==> config.mk <==
export PLATFORM = sky130hd
export DESIGN_NAME = sig_scan
export DESIGN_NICKNAME = d
export VERILOG_FILES = /design/src/rtl/sig_scan_pkg.sv /design/src/rtl/sig_match_idx.sv /design/src/rtl/sig_window_cnt.sv /design/src/rtl/sig_scan.sv
export SDC_FILE = /design/constraint.sdc
export NUM_CORES = 1
export LEC_CHECK = 0
export ABC_AREA = 1
export BUFFER_PORTS_ARGS = -buffer_cell sky130_fd_sc_hd__buf_2
export CAP_MARGIN = 20
export CORE_MARGIN = 3
export CORE_UTILIZATION = 49
export DETAILED_ROUTE_END_ITERATION = 10
export GPL_TIMING_DRIVEN = 0
export PLACE_DENSITY = 0.7
export SYNTH_ARGS = -nofsm -noshare
export SYNTH_HDL_FRONTEND = slang
export SYNTH_SLANG_ARGS = --single-unit
==> constraint.sdc <==
create_clock -name clk -period 1.45 [get_ports clk]
set_input_delay 0.2175 -clock clk [delete_from_list [all_inputs] [get_ports clk]]
set_output_delay 0.2175 -clock clk [all_outputs]
set_load 0.005 [all_outputs]
==> src/rtl/sig_scan_pkg.sv <==
package sig_scan_pkg;

    typedef enum logic [1:0] {
        ST_IDLE,
        ST_DROP,
        ST_TRIG,
        ST_SCAN
    } scan_state_t;

endpackage

==> src/rtl/sig_match_idx.sv <==
module sig_match_idx #(
    parameter int                  SIG_LEN   = 8,
    parameter logic [SIG_LEN*8-1:0] SIGNATURE = 64'hFF00_55AA_FF00_55AA,
    localparam int                 IW        = $clog2(SIG_LEN + 1),
    localparam int                 AW        = (SIG_LEN > 1) ? $clog2(SIG_LEN) : 1
) (
    input  logic       clk,
    input  logic       rst_n,
    input  logic       clr,
    input  logic       step,
    input  logic [7:0] data,
    output logic       hit_now
);

    logic [7:0]    sig_b [SIG_LEN];
    logic [IW-1:0] idx_q;
    logic [IW-1:0] idx_d;
    logic [7:0]    want;

    // Pattern bytes, first byte in the most significant position
    for (genvar g = 0; g < SIG_LEN; g++) begin : g_sig
        assign sig_b[g] = SIGNATURE[(SIG_LEN-1-g)*8 +: 8];
    end

    assign want = sig_b[idx_q[AW-1:0]];

    always_comb begin
        if (data == want) begin
            idx_d = idx_q + IW'(1);
        end else if (data == sig_b[0]) begin
            idx_d = IW'(1);
        end else begin
            idx_d = '0;
        end
    end

    assign hit_now = step && (idx_d == IW'(SIG_LEN));

    always_ff @(posedge clk or negedge rst_n) begin
        if (!rst_n) begin
            idx_q <= '0;
        end else if (clr) begin
            idx_q <= '0;
        end else if (step) begin
            idx_q <= hit_now ? '0 : idx_d;
        end
    end

endmodule

==> src/rtl/sig_window_cnt.sv <==
module sig_window_cnt #(
    parameter int WINDOW = 39,
    localparam int CW    = $clog2(WINDOW + 1)
) (
    input  logic clk,
    input  logic rst_n,
    input  logic clr,
    input  logic step,
    output logic last_now
);

    logic [CW-1:0] cnt_q;

    assign last_now = step && (cnt_q == CW'(WINDOW - 1));

    always_ff @(posedge clk or negedge rst_n) begin
        if (!rst_n) begin
            cnt_q <= '0;
        end else if (clr) begin
            cnt_q <= '0;
        end else if (step && !last_now) begin
            cnt_q <= cnt_q + CW'(1);
        end
    end

endmodule

==> src/rtl/sig_scan.sv <==
module sig_scan
    import sig_scan_pkg::*;
#(
    parameter int                  PROBE_LEN = 32,
    parameter int                  SIG_LEN   = 8,
    parameter logic [SIG_LEN*8-1:0] SIGNATURE = 64'hFF00_55AA_FF00_55AA,
    parameter logic [7:0]          TRIG_VAL  = 8'h08,
    localparam int                 WINDOW    = PROBE_LEN + SIG_LEN - 1
) (
    input  logic       clk,
    input  logic       rst_n,
    input  logic       start_i,
    input  logic       arm_i,
    input  logic [7:0] byte_i,
    input  logic       byte_vld_i,
    output logic       byte_req_o,
    output logic       cnt_en_o,
    output logic       found_o,
    output logic       fail_o,
    output logic       done_o
);

    scan_state_t state_q, state_d;
    logic        take;
    logic        launch;
    logic        scan_step;
    logic        hit_now;
    logic        last_now;

    assign byte_req_o = (state_q != ST_IDLE);
    assign take       = byte_req_o && byte_vld_i;
    assign launch     = (state_q == ST_IDLE) && start_i;
    assign scan_step  = (state_q == ST_SCAN) && take;

    sig_match_idx #(
        .SIG_LEN   (SIG_LEN),
        .SIGNATURE (SIGNATURE)
    ) u_match (
        .clk     (clk),
        .rst_n   (rst_n),
        .clr     (launch),
        .step    (scan_step),
        .data    (byte_i),
        .hit_now (hit_now)
    );

    sig_window_cnt #(
        .WINDOW (WINDOW)
    ) u_window (
        .clk      (clk),
        .rst_n    (rst_n),
        .clr      (launch),
        .step     (scan_step),
        .last_now (last_now)
    );

    always_comb begin
        state_d = state_q;
        unique case (state_q)
            ST_IDLE: if (start_i) state_d = arm_i ? ST_DROP : ST_SCAN;
            ST_DROP: if (take) state_d = ST_TRIG;
            ST_TRIG: if (take) state_d = ST_SCAN;
            ST_SCAN: if (hit_now || last_now) state_d = ST_IDLE;
            default: state_d = ST_IDLE;
        endcase
    end

    always_ff @(posedge clk or negedge rst_n) begin
        if (!rst_n) begin
            state_q <= ST_IDLE;
        end else begin
            state_q <= state_d;
        end
    end

    always_ff @(posedge clk or negedge rst_n) begin
        if (!rst_n) begin
            found_o  <= 1'b0;
            fail_o   <= 1'b0;
            done_o   <= 1'b0;
            cnt_en_o <= 1'b0;
        end else begin
            done_o   <= 1'b0;
            cnt_en_o <= 1'b0;
            if (launch) begin
                found_o <= 1'b0;
                fail_o  <= 1'b0;
            end
            if ((state_q == ST_TRIG) && take && (byte_i == TRIG_VAL)) begin
                cnt_en_o <= 1'b1;
            end
            if (hit_now) begin
                found_o <= 1'b1;
                done_o  <= 1'b1;
            end else if (last_now) begin
                fail_o <= 1'b1;
                done_o <= 1'b1;
            end
        end
    end

endmodule

==> summary.txt <==
Final layout
  • Area delta synth->final: 46.0%
  • Most frequent cells in the layout: 24 x nand2_1, 16 x buf_2, 16 x buf_4
  • Most common cell after layout, fill and taps aside: nand2_1
  • Net count, final: 196
  • Final Non-Filler Cells: 199
  • Layout cells sized above 1: 46.5%
  • Number of diodes: 0

Routing
  • Antenna Nets Post-Route: 0
  • Number of remaining DRC errors: 0
  • Average wire per standard cell: 13.8 um
  • First drt pass iteration count: 4
  • Via density: 5.15
  • Detailed Route WL: 2.74 mm
  • DRT iter0 DRCs: 33
  • Via count: 1024

Logic synthesis
  • Seq/Total Area, Yosys: 37.8%
  • Register bit total from synthesis: 16
  • Ys Warns: 0
  • Post-Syn Area: 0.00106 mm2
  • Cells after synthesis: 129
  • Syn_nets: 152
  • Yosys cell types: 28
  • Syn avg cell area: 8.22 um2

Setup path
  • WP data arrival: 1850 ps
  • Crit path launch type: flip-flop
  • Largest fanout on the critical path: 6
  • Type of the worst setup path: reg2reg
  • CP Capture Type: flip-flop
  • Critical path required time: 1630 ps

Global routing
  • First-pass GRT wire length: 4.20 mm
  • Initial antenna violation count: 0
  • Vias in the first global route: 928
  • Tot GR Track Use: 20.8%
  • Pin count of the biggest net entering global routing: 17
  • Total congestion overflow: 0

Timing
  • Max Slew Vio Count: 0
  • RSZ-0062 raised after global routing: yes
  • Final worst slack: -219 ps
  • Minimum clock period: 1670 ps
  • Slew @ Worst Pin: 420 ps
  • Final period util: 115%
  • Max Clock Freq: 599 MHz
  • Final setup viols: 13
  • Final hold vios: 0
  • WHS: 182 ps
  • Relative slew margins: 71.8%
  • Setup Skew: 8.92 ps

Floorplanning
  • Die W: 52.5 um
  • Row Count: 16
  • Die ar.: 0.00276 mm2
  • Die Ht: 52.5 um
  • Core Area: 0.00200 mm2
  • # IOs: 18
  • Starting Density: 52.9%

CTS
  • CTS Sinks: 16
  • Clk slew on worst S/H paths: 110 ps
  • Clock Latency Late Sink: 290 ps
  • Htree depth: 1
  • CTS tree: built
  • Clock buffer depth: 2
  • Root buf cell: clkbuf_4
  • Total CTS buffers: 3

Worst hold path
  • Worst Hold Class: in2reg

Power
  • Gate power share: 53.2%
  • P_leak: 0.000778 uW
  • Clk pwr share: 15.9%
  • Psw: 748 uW
  • Reg power frac: 30.9%
  • Power per standard cell area: 1250 mW/mm2
  • Pwr Total: 1930 uW
  • Internal power: 1180 uW
  • Sw frac: 38.8%
  • Max VDD drop: 1.28 mV

Place
  • GPL Wtd Cong: 0.754
  • IO Port Bufs: 17
  • DPL Wire Length: 1.64 mm
  • # placed instances: 173

Status
  • Violated checks: negative setup slack
  • Outcome: finished, violations left

Job
  • Maxcap violations: 0
==> timing repair <==
action                                  CTS  global route
gates resized for setup                   7            28
buffers inserted                         14             9
pin swaps                                15            11
endpoints found under the setup margin   12            16
endpoints found under the hold margin    16             0
hold buffers                              1             0
==> path summary, 6_finish.rpt <==
check	to	from	slack, ps	depth (start not counted)
setup / recovery	u_window.cnt_q[4]$_DFFE_PN0P_	state_q[0]$_DFFE_PN0P_	-220	11
hold / removal	cnt_en_o$_DFF_PN0_	byte_i[3]	180	3
setup reg to reg	u_window.cnt_q[4]$_DFFE_PN0P_	state_q[0]$_DFFE_PN0P_	-220	11
hold reg to reg	found_o$_DFFE_PN0P_	found_o$_DFFE_PN0P_	510	2
max in group asynchronous	state_q[0]$_DFFE_PN0P_	rst_n	770	2
min in group asynchronous	u_match.idx_q[0]$_DFFE_PN0P_	rst_n	370	2
==> synthesized netlist by cell type <==
cell | number | area, um2
nor2_4 | 2 | 22.5
and3_1 | 1 | 6.26
ha_1 | 10 | 125
o31ai_1 | 1 | 7.51
o22ai_1 | 1 | 6.26
inv_2 | 2 | 7.51
nor4_1 | 1 | 6.26
nand3_1 | 9 | 45.0
inv_1 | 15 | 56.3
nor2_1 | 14 | 52.6
nand2_2 | 1 | 6.26
nand3_2 | 1 | 10.0
o21ai_0 | 6 | 30.0
xor2_1 | 1 | 8.76
nand4_4 | 1 | 21.3
nand3b_1 | 1 | 7.51
nand4_1 | 1 | 6.26
nor3_2 | 2 | 20.0
a22o_1 | 1 | 8.76
o21ai_1 | 3 | 15.0
a21oi_1 | 4 | 20.0
nor2_2 | 1 | 6.26
nand2_1 | 28 | 105
nor2_8 | 1 | 20.0
nor3_1 | 2 | 10.0
nand2_4 | 2 | 22.5
dfrtp_1 | 16 | 400
or2_2 | 1 | 6.26
==> through the flow <==
stage / setup TNS, ps / util (%) / setup slack [ps] / cell area (um2)
final: -1600 / 77.3 / -219 / 1550
after CTS: -1070 / 69.6 / -182 / 1390
after global placement: -1260 / 61.0 / -274 / 1220
after floorplan: -482 / - / -143 / 1100
after detailed placement: -1610 / 61.0 / -313 / 1220
after global routing: -2600 / 77.3 / -305 / 1550
==> layer usage <==
metal	share of wire [%]	global-route usage, %	wire length, um
met1	43	26.7	1170
met3	3.6	5.70	100
met2	53	34.1	1460
met5	0	0	0
met4	0.29	5.53	8
==> sequential cells by signal, summed over array words and instances, names as in the netlist <==
register and cells:
fail_o 1, state_q 2, cnt_en_o 1, u_match.idx_q 4, done_o 1, found_o 1, u_window.cnt_q 6
==> logic make-up after synthesis <==
family          count (synthesis)  synth area share [%]
buf+inv                        17                  6.02
compound gates                 16                  8.27
flops                          16                  37.8
simple gates                   69                  35.3
fa+ha+maj                      10                  11.8
xor+xnor                        1                 0.827
==> critical path: stages (launching register included) <==
cell     delay (ps)
dfrtp_2         430
inv_2            70
ha_4            170
inv_4            60
nand2_4          60
nor2_8          130
buf_6           120
nand2_4          80
nor3_4          200
nand3_1         120
nand2_1          80
nor2_1           50
==> layout make-up <==
class / count / area, um2
multi-input combinational: 96 / 727
fill: 137 / 454
sequential: 16 / 404
timing repair buffer: 39 / 278
inverter: 17 / 68.8
clock buffer: 4 / 36.3
tap: 27 / 33.8
==> power by group through the flow <==
stage | registers, uW | logic (uW) | clock network, uW
finish | 597 | 1020 | 307
global route | 607 | 1150 | 328
CTS | 570 | 816 | 308
detailed placement | 588 | 630 | 0
global placement | 587 | 606 | 0
floorplan | 571 | 496 | 0
(Power assumes the default switching activity.)
